$ cat config.mk
export PLATFORM = sky130hd
export DESIGN_NAME = sspi_target
export DESIGN_NICKNAME = d
export VERILOG_FILES = /design/src/rtl/sspi_pkg.sv /design/src/rtl/sspi_sync.sv /design/src/rtl/sspi_shifter.sv /design/src/rtl/sspi_regs.sv /design/src/rtl/sspi_target.sv
export SDC_FILE = /design/constraint.sdc
export NUM_CORES = 1
export LEC_CHECK = 0
export BUFFER_PORTS_ARGS = -buffer_cell sky130_fd_sc_hd__buf_2
export CAP_MARGIN = 15
export CORE_ASPECT_RATIO = 0.8
export CORE_MARGIN = 2
export CORE_UTILIZATION = 40
export DETAILED_ROUTE_END_ITERATION = 10
export PLACE_DENSITY = 0.69
export SYNTH_ARGS = -nofsm -noshare
export SYNTH_HDL_FRONTEND = slang
export SYNTH_HIERARCHICAL = 1
export SYNTH_SLANG_ARGS = --single-unit
$ cat constraint.sdc
create_clock -name clk -period 2.2 [get_ports clk]
set_input_delay 0.33 -clock clk [delete_from_list [all_inputs] [get_ports clk]]
set_output_delay 0.33 -clock clk [all_outputs]
set_load 0.01 [all_outputs]
$ cat src/rtl/sspi_pkg.sv
package sspi_pkg;
  localparam logic [1:0] A_CTRL = 2'd0;
  localparam logic [1:0] A_CFG  = 2'd1;
  localparam logic [1:0] A_DATA = 2'd2;

  typedef struct packed {
    logic irq_en;
    logic master;
    logic enable;
  } ctrl_t;

  typedef struct packed {
    logic cpha;
    logic cpol;
  } cfg_t;

  // sampling edge is the rising one when idle level equals phase
  function automatic logic samples_on_rise(input cfg_t c);
    return c.cpol == c.cpha;
  endfunction
endpackage

$ cat src/rtl/sspi_sync.sv
module sspi_sync #(
  parameter int W = 3,
  parameter int STAGES = 2,
  parameter logic [W-1:0] RST_VAL = '0
) (
  input  logic         clk,
  input  logic         rst_n,
  input  logic [W-1:0] d,
  output logic [W-1:0] q
);
  logic [W-1:0] stg [STAGES];

  for (genvar s = 0; s < STAGES; s++) begin : g_stage
    if (s == 0) begin : g_first
      always_ff @(posedge clk or negedge rst_n) begin
        if (!rst_n) stg[s] <= RST_VAL;
        else        stg[s] <= d;
      end
    end else begin : g_next
      always_ff @(posedge clk or negedge rst_n) begin
        if (!rst_n) stg[s] <= RST_VAL;
        else        stg[s] <= stg[s-1];
      end
    end
  end

  assign q = stg[STAGES-1];
endmodule

$ cat src/rtl/sspi_shifter.sv
module sspi_shifter import sspi_pkg::*; #(
  parameter int DW = 8,
  localparam int CW = $clog2(DW)
) (
  input  logic          clk,
  input  logic          rst_n,
  input  logic          active,
  input  cfg_t          cfg,
  input  logic          sck_s,
  input  logic          ss_s,
  input  logic          mosi_s,
  input  logic          load_req,
  input  logic [DW-1:0] load_data,
  output logic          samp_evt,
  output logic          done_evt,
  output logic [DW-1:0] rx_byte,
  output logic [DW-1:0] shreg,
  output logic          miso
);
  logic          sck_d;
  logic [CW-1:0] cnt_q;
  logic          rise, fall, last_bit, load_ok;
  logic [DW-1:0] shreg_q;

  assign rise     = sck_s & ~sck_d;
  assign fall     = ~sck_s & sck_d;
  assign samp_evt = active & ~ss_s & (samples_on_rise(cfg) ? rise : fall);
  assign last_bit = cnt_q == CW'(DW-1);
  assign done_evt = samp_evt & last_bit;
  assign rx_byte  = {shreg_q[DW-2:0], mosi_s};
  // select high: any time; select low: only between bytes in phase 1
  assign load_ok  = ss_s | (cfg.cpha & (cnt_q == '0) & ~samp_evt);

  always_ff @(posedge clk or negedge rst_n) begin
    if (!rst_n) begin
      sck_d   <= 1'b0;
      cnt_q   <= '0;
      shreg_q <= '0;
    end else begin
      sck_d <= sck_s;
      if (!active || ss_s)  cnt_q <= '0;
      else if (samp_evt)    cnt_q <= last_bit ? '0 : cnt_q + CW'(1);
      if (samp_evt)                 shreg_q <= rx_byte;
      else if (load_req && load_ok) shreg_q <= load_data;
    end
  end

  assign shreg = shreg_q;
  assign miso  = shreg_q[DW-1];

  AST_SS_IDLE: assert property (@(posedge clk) disable iff (!rst_n)
    ss_s |=> (cnt_q == '0));
  AST_SHIFT_IN: assert property (@(posedge clk) disable iff (!rst_n)
    samp_evt |=> (shreg_q[0] == $past(mosi_s)));
endmodule

$ cat src/rtl/sspi_regs.sv
module sspi_regs import sspi_pkg::*; #(
  parameter int DW = 8
) (
  input  logic          clk,
  input  logic          rst_n,
  input  logic          bus_sel,
  input  logic          bus_wr,
  input  logic          bus_rd,
  input  logic [1:0]    bus_addr,
  input  logic [DW-1:0] bus_wdata,
  output logic [DW-1:0] bus_rdata,
  input  logic          irq_mask,
  input  logic          done_evt,
  input  logic [DW-1:0] rx_byte,
  output ctrl_t         ctrl,
  output cfg_t          cfg,
  output logic          load_req,
  output logic          wr_blocked,
  output logic          irq
);
  logic          flag_q, ovr_q, seen_q;
  logic [DW-1:0] rxbuf_q;
  logic          hit_ctrl, hit_cfg, hit_data;
  logic          stat_rd, data_acc, data_wr, clr, overrun_evt;

  function automatic logic [DW-1:0] status_word(input logic f, input logic o, input cfg_t c);
    logic [DW-1:0] w;
    w = '0;
    w[DW-1] = f;
    w[DW-2] = o;
    w[1:0]  = c;
    return w;
  endfunction

  assign hit_ctrl    = bus_addr == A_CTRL;
  assign hit_cfg     = bus_addr == A_CFG;
  assign hit_data    = bus_addr == A_DATA;
  assign stat_rd     = bus_sel & bus_rd & hit_cfg;
  assign data_acc    = bus_sel & (bus_rd | bus_wr) & hit_data;
  assign data_wr     = bus_sel & bus_wr & hit_data;
  assign clr         = data_acc & seen_q;
  assign wr_blocked  = data_wr & flag_q & ~seen_q;
  assign load_req    = data_wr & ~wr_blocked;
  assign overrun_evt = done_evt & flag_q & ~clr;
  assign irq         = flag_q & ctrl.irq_en & ~irq_mask;

  always_ff @(posedge clk or negedge rst_n) begin
    if (!rst_n) begin
      ctrl    <= '0;
      cfg     <= '0;
      flag_q  <= 1'b0;
      ovr_q   <= 1'b0;
      seen_q  <= 1'b0;
      rxbuf_q <= '0;
    end else begin
      if (bus_sel && bus_wr && hit_ctrl) ctrl <= ctrl_t'(bus_wdata[2:0]);
      if (bus_sel && bus_wr && hit_cfg)  cfg  <= cfg_t'(bus_wdata[1:0]);
      if (stat_rd && flag_q) seen_q <= 1'b1;
      if (clr) begin
        flag_q <= 1'b0;
        ovr_q  <= 1'b0;
        seen_q <= 1'b0;
      end
      if (overrun_evt) begin
        ovr_q <= 1'b1;
      end else if (done_evt) begin
        flag_q  <= 1'b1;
        rxbuf_q <= rx_byte;
      end
    end
  end

  always_comb begin
    bus_rdata = '0;
    case (bus_addr)
      A_CTRL:  bus_rdata[2:0] = ctrl;
      A_CFG:   bus_rdata = status_word(flag_q, ovr_q, cfg);
      A_DATA:  bus_rdata = rxbuf_q;
      default: bus_rdata = '0;
    endcase
  end

  AST_DONE_SETS_FLAG: assert property (@(posedge clk) disable iff (!rst_n)
    done_evt |=> flag_q);
  AST_OVR_NEEDS_FLAG: assert property (@(posedge clk) disable iff (!rst_n)
    ovr_q |-> flag_q);
  AST_OVR_KEEPS_BUF: assert property (@(posedge clk) disable iff (!rst_n)
    overrun_evt |=> (ovr_q && $stable(rxbuf_q)));
  AST_CLEAR_SEQ: assert property (@(posedge clk) disable iff (!rst_n)
    (clr && !done_evt) |=> (!flag_q && !ovr_q));
  AST_RACE_NO_OVR: assert property (@(posedge clk) disable iff (!rst_n)
    (clr && done_evt) |=> (flag_q && !ovr_q));
endmodule

$ cat src/rtl/sspi_target.sv
module sspi_target import sspi_pkg::*; #(
  parameter int DW = 8,
  parameter int SYNC_STAGES = 2
) (
  input  logic          clk,
  input  logic          rst_n,
  input  logic          bus_sel,
  input  logic          bus_wr,
  input  logic          bus_rd,
  input  logic [1:0]    bus_addr,
  input  logic [DW-1:0] bus_wdata,
  output logic [DW-1:0] bus_rdata,
  input  logic          irq_mask,
  output logic          irq,
  input  logic          sck,
  input  logic          ss_n,
  input  logic          mosi,
  output logic          miso,
  output logic          miso_oe
);
  logic          sck_s, ss_s, mosi_s;
  logic          active, samp_evt, done_evt, load_req, wr_blocked;
  logic [DW-1:0] rx_byte, shreg;
  ctrl_t         ctrl;
  cfg_t          cfg;

  sspi_sync #(.W(3), .STAGES(SYNC_STAGES), .RST_VAL(3'b010)) u_sync (
    .clk(clk), .rst_n(rst_n), .d({sck, ss_n, mosi}), .q({sck_s, ss_s, mosi_s})
  );

  assign active  = ctrl.enable & ~ctrl.master;
  assign miso_oe = active & ~ss_s;

  sspi_shifter #(.DW(DW)) u_shift (
    .clk(clk), .rst_n(rst_n), .active(active), .cfg(cfg),
    .sck_s(sck_s), .ss_s(ss_s), .mosi_s(mosi_s),
    .load_req(load_req), .load_data(bus_wdata),
    .samp_evt(samp_evt), .done_evt(done_evt), .rx_byte(rx_byte),
    .shreg(shreg), .miso(miso)
  );

  sspi_regs #(.DW(DW)) u_regs (
    .clk(clk), .rst_n(rst_n), .bus_sel(bus_sel), .bus_wr(bus_wr), .bus_rd(bus_rd),
    .bus_addr(bus_addr), .bus_wdata(bus_wdata), .bus_rdata(bus_rdata),
    .irq_mask(irq_mask), .done_evt(done_evt), .rx_byte(rx_byte),
    .ctrl(ctrl), .cfg(cfg), .load_req(load_req), .wr_blocked(wr_blocked), .irq(irq)
  );

  AST_WR_INHIBIT: assert property (@(posedge clk) disable iff (!rst_n)
    (wr_blocked && !samp_evt) |=> $stable(shreg));
  AST_OFF_NO_DONE: assert property (@(posedge clk) disable iff (!rst_n)
    !active |-> !done_evt);
endmodule

; ---- Word level (Yosys, flattened, before mapping)
; Cells that the tools add are included.
[totals]
regBits = 34
latch_bits = 0
mem_bits_rw = 0
mem_bits_ro = 0
inputBits = 19
memories = 0
[op_classes]
n_addsub = 1
n_mul = 0
div = 0
n_lt_le_gt_ge = 0
eq_ne = 4
shift = 0
n_mux = 15
n_bitwise = 34
n_reduce_logical = 14
[op_table]
columns = op, count
row1 = $and A1 B1 Y1, 22
row2 = $mux W8, 2
row3 = $not A1 Y1, 10
row4 = $pmux W5 S2, 1
row5 = $mux W3, 3
row6 = $pmux W3 S3, 1
row7 = $mux W1, 8
row8 = $reduce_bool A2 Y1, 4
row9 = $logic_and A1 B1 Y1, 5
row10 = $add A3 B1 Y3 const B, 1
row11 = $eq A3 B3 Y1 const B, 1
row12 = $logic_not A3 Y1, 1
row13 = $eq A2 B1 Y1 const B, 1
row14 = $eq A2 B2 Y1 const B, 1
row15 = $logic_not A2 Y1, 1
row16 = $or A1 B1 Y1, 2
row17 = $reduce_and A2 Y1, 1
row18 = $eq A1 B1 Y1, 1
row19 = $logic_not A1 Y1, 1
row20 = $logic_or A1 B1 Y1, 1

; ---- Logic depth before layout (Yosys ltp)
[depth]
word_depth = 10
ltp_mapped = 8
mapped_depth_nobuf = 7

; ---- By module
; Netlist, hierarchy kept.
[by_module_without_submodules]
columns = mod, instances, cells_each, area_per_inst_um2
row1 = sspi_regs, 1, 66, 809.5
row2 = sspi_shifter, 1, 58, 752.0
row3 = sspi_sync, 1, 9, 175.2
row4 = sspi_target, 1, 2, 18.8

; ---- Worst setup path after synthesis
; OpenSTA, ideal clock, no wires.
[synth_path]
kind = register to register
from = register u_sync.stg (netlist bit u_sync/q[2])
to = register u_regs.rxbuf_q[0]
t_arrival_ns = 1.872
t_required_ns = 2.075
path_slack_ns = 0.204
stages_incl_launch_ff = 9
path_buffers = 2
path_cell_list = dfrtp_1 > buf_4 > or2b_1 > mux2i_1 > nand3b_1 > buf_6 > nor2_1 > a21boi_4 > mux2_2
[synth_via]
elab_chain_cells = 9
elab_cells_between_ends = 10
classes_between = mux (1) / bitwise (8) / reduce/logical (1)
[synth_rtl]
columns = element, line_no
row1 = start: declaration, sspi_sync.sv:11  ; logic [W-1:0] stg [STAGES];
row2 = start signal: indexed assignment, sspi_sync.sv:22  ; else stg[s] <= stg[s-1];
row3 = $not A1 Y1, sspi_shifter.sv:26  ; assign fall = ~sck_s & sck_d;
row4 = $and A1 B1 Y1, sspi_shifter.sv:26
row5 = $mux W1 (*), sspi_shifter.sv:27  ; assign samp_evt = active & ~ss_s & (samples_on_rise(cfg) ? rise : fall);
row6 = $and A1 B1 Y1 (*), sspi_shifter.sv:27
row7 = $and A1 B1 Y1 (*), sspi_shifter.sv:29  ; assign done_evt = samp_evt & last_bit;
row8 = net done_evt, sspi_target.sv:22  ; logic active, samp_evt, done_evt, load_req, wr_blocked;
row9 = $and A1 B1 Y1 (2 in a row), sspi_regs.sv:44  ; assign overrun_evt = done_evt & flag_q & ~clr;
row10 = $not A1 Y1 (no line), n/a
row11 = $reduce_and A2 Y1 (no line) (*), n/a
row12 = end signal: assignment, sspi_regs.sv:68  ; rxbuf_q <= rx_byte;
row13 = end: declaration, sspi_regs.sv:22  ; logic [DW-1:0] rxbuf_q;
; The timed path passes the listed nets; every way through them passes the cells marked *.
; A chain may end at the register's enable or synchronous reset.

; ---- Worst setup path after layout
[layout_path]
from = register u_regs/cfg[1] (netlist name)
to = register u_regs.rxbuf_q[4]
[layout_via]
elab_chain_cells = 8
[layout_rtl]
columns = element, line_no
row1 = $eq A1 B1 Y1 (*), sspi_pkg.sv:19  ; return c.cpol == c.cpha;
row2 = $mux W1 (*), sspi_shifter.sv:27
row3 = $and A1 B1 Y1 (*), sspi_shifter.sv:27
row4 = $and A1 B1 Y1 (*), sspi_shifter.sv:29
row5 = net done_evt, sspi_target.sv:22
row6 = $and A1 B1 Y1 (2 in a row), sspi_regs.sv:44
row7 = $not A1 Y1 (no line), n/a
row8 = $reduce_and A2 Y1 (no line) (*), n/a
; Marked as above.

==> impl_results.rst <==
.. list-table::
   :header-rows: 1

   * - Metric
     - Value
   * - Top-Level Pins
     - 30
   * - Internal power contribution
     - 1.218 mW
   * - Comb power frac
     - 0.221
   * - VDD IR-drop max
     - 361.1 uV
   * - Remaining max-slew budget at the tightest pin
     - 0.5006
   * - Total setup violations reported at the end of the flow
     - 0
   * - Final worst-path setup slack
     - 0.1544 ns
   * - Pre-Repair DR Iteration Count
     - 4
   * - Data arrival time at the worst-slack endpoint
     - 2.21 ns
   * - Buffers inserted by post-CTS timing repair
     - 0
   * - Crit path launch
     - u_regs/cfg[1]
   * - Number of max-slew violations in the final report
     - 0
   * - Critical register-to-register path startpoint
     - u_regs/cfg[1]
   * - PD cells
     - 836.5 nW/um2
   * - Final hold violations
     - 0
   * - Vias in the first global route
     - 1120
   * - Clk Tree Root Cell
     - clkbuf_8
   * - Buffer depth of the longest clock path
     - 2
   * - Min Hold Slack
     - 0.1097 ns
   * - Leakage power
     - 0.9689 nW
   * - Worst Tran Pin Value
     - 0.7491 ns
   * - Count of filler cells inserted in the layout
     - 390
   * - Avg WL per Cell
     - 15.21 um
   * - Height of the die
     - 62.10 um
   * - Switching power as a share of total power
     - 0.2567
   * - TritonCTS clock tree
     - built
   * - CTS Buf Count
     - 5
   * - Avg Vias per Cell
     - 4.991
   * - Total GRT Usage
     - 0.1515
   * - Number of antenna violations at the first check in global routing
     - 0
   * - Worst R2R Setup Slack
     - 0.15 ns
   * - Setup crit end
     - u_regs/rxbuf_q[4]
   * - Level count of the clock H-tree
     - 2
   * - Starting density of the core
     - 0.4092
   * - Core Rows
     - 21
   * - Number of port buffers
     - 29
   * - Via count
     - 1068
   * - Kind of end point of the critical path
     - flop
   * - Max-Cap Viols
     - 0
   * - Type of the setup path with the least slack
     - reg -> reg
   * - Result of the run
     - finished, final reports clean
   * - Reg-to-Reg End
     - u_regs/rxbuf_q[4]
   * - Floorplan die width
     - 76.63 um
   * - Last weighted congestion value of the routability-driven placer
     - 0.7885
   * - DP Worst Slack
     - 0.1199 ns
   * - F_max
     - 488.9 MHz
   * - Critical path peak fanout
     - 8
   * - Clock Sinks
     - 34
   * - Register clock-pin slew on the reported worst setup and hold paths
     - 0.06 ns
   * - Wire length of the first global-routing pass
     - 5506 um
   * - Minimum clock period
     - 2.046 ns
   * - Cell area after synthesis
     - 1688 um2
   * - Power dissipated by switching net loads
     - 0.4207 mW
   * - Summed negative setup slack over all endpoints
     - 0 ns
   * - Endpoint required time on the critical path
     - 2.37 ns
   * - Worst hold path class
     - in -> async
   * - Die Area
     - 4758 um2
   * - Average cell area after synthesis
     - 13.40 um2
   * - Post-route fraction of the period consumed by the critical path
     - 0.9298
   * - Post-Synthesis Cells
     - 126
   * - Setup clock skew after layout
     - 0.005035 ns
   * - DRC Markers
     - 0
   * - Maximum number of pins on one net before global-route repair
     - 35
   * - Syn Nets
     - 152
   * - Depth of the most critical reg-to-reg path
     - 6
   * - Std-Cell Core Area
     - 4125 um2
   * - Final design area excluding fillers
     - 1959 um2
   * - Fraction of power consumed by the clock network
     - 0.275
   * - Synthesis-to-layout area growth
     - 16.09%
   * - Remaining antenna violation count after routing
     - 0
   * - Wire length reported by the detailed router
     - 3254 um
   * - Latest clock arrival within the worst-skew pair
     - 0.28 ns
   * - Placed cell areas
     - 1871 um2
   * - Antenna diode count
     - 0
   * - Setup repair after global routing missed its margin
     - no
   * - Grt total ovfl
     - 0
   * - Synth warnings
     - 6
   * - Critical Path Source Type
     - flop
   * - DPL Wire Length
     - 2439 um
   * - Fraction of final layout cells sized beyond drive strength 1
     - 0.4841
   * - Final net count
     - 183
   * - Detailed router's first-iteration violation count
     - 65
   * - Register share of total power
     - 0.504
how the worst min path moves through the flow:
stage	to	slack [ns]	depth (start not counted)
6_report	u_shift/cnt_q[1]	0.11	1
5_1_grt	u_sync/stg[3]	0.14	1
4_1_cts	u_regs/rxbuf_q[5]	0.13	1
3_5_place_dp	u_sync/q[2]	0.34	0
3_3_place_gp	u_sync/q[2]	0.33	0
2_1_floorplan	u_regs/cfg[0]	0.03	0
cells in the final DEF, fill, tap and decap left out, types with 6 or more instances in the layout:
master,n
mux2_2,21
inv_1,6
ha_1,7
nor2_1,6
buf_2,29
clkbuf_8,6
dfrtp_1,32
mux2_4,8
sequential cells by signal, indices dropped and copies added, names as in the netlist:
register,flops
u_regs/ctrl,3
u_shift/cnt_q,3
u_shift/shreg,8
u_sync/q,3
u_shift/sck_d,1
u_sync/stg,3
u_regs/seen_q,1
u_regs/cfg,2
u_regs/ovr_q,1
u_regs/rxbuf_q,8
u_regs/flag_q,1
worst max-delay path: stages (launching register included):
cell and delay, ns:
dfrtp_1 0.42, xnor2_1 0.23, mux2i_1 0.26, nand3b_1 0.15, nor2_2 0.16, a21boi_4 0.34
mux2_2 0.38
per-layer routing:
metal,part of all wire,wire length (um),global-route usage,vias up
met3,0.047,154,0.04360,4
met5,0,0,0,-
met4,0.013,42,0.06818,0
met2,0.48,1562,0.2345,26
met1,0.46,1495,0.1987,534
li1,-,-,-,504
final cells by class:
type	count	area (um2)	area share
Multi-Input combinational cell	78	762.0	0.3889
Inverter	7	26.28	0.01341
Sequential cell	34	853.3	0.4355
Tap cell	57	71.32	0.03640
Timing Repair Buffer	31	160.2	0.08174
Clock buffer	7	86.33	0.04406
power by group through the flow:
stage	Sequential, mW	Combinational [mW]	Clock [mW]
2_1_floorplan	0.810	0.280	0
3_3_place_gp	0.832	0.348	0
3_5_place_dp	0.837	0.362	0
4_1_cts	0.825	0.364	0.466
5_1_grt	0.843	0.395	0.490
6_report	0.826	0.362	0.451
metrics by stage:
step	total power, mW	std cells	util
final	1.639	214	0.4750
after global routing	1.728	214	0.4750
after floorplan	1.091	126	-
after detailed placement	1.199	207	0.4534
after global placement	1.180	207	0.4534
after CTS	1.655	214	0.4744
repair_timing:
item | 4_1_cts | 5_1_grt
hold buffers | 0 | 0
gates resized for setup | 0 | 1
setup endpoints to repair | 0 | 8
Note: power is estimated with default switching activity, not from simulation.
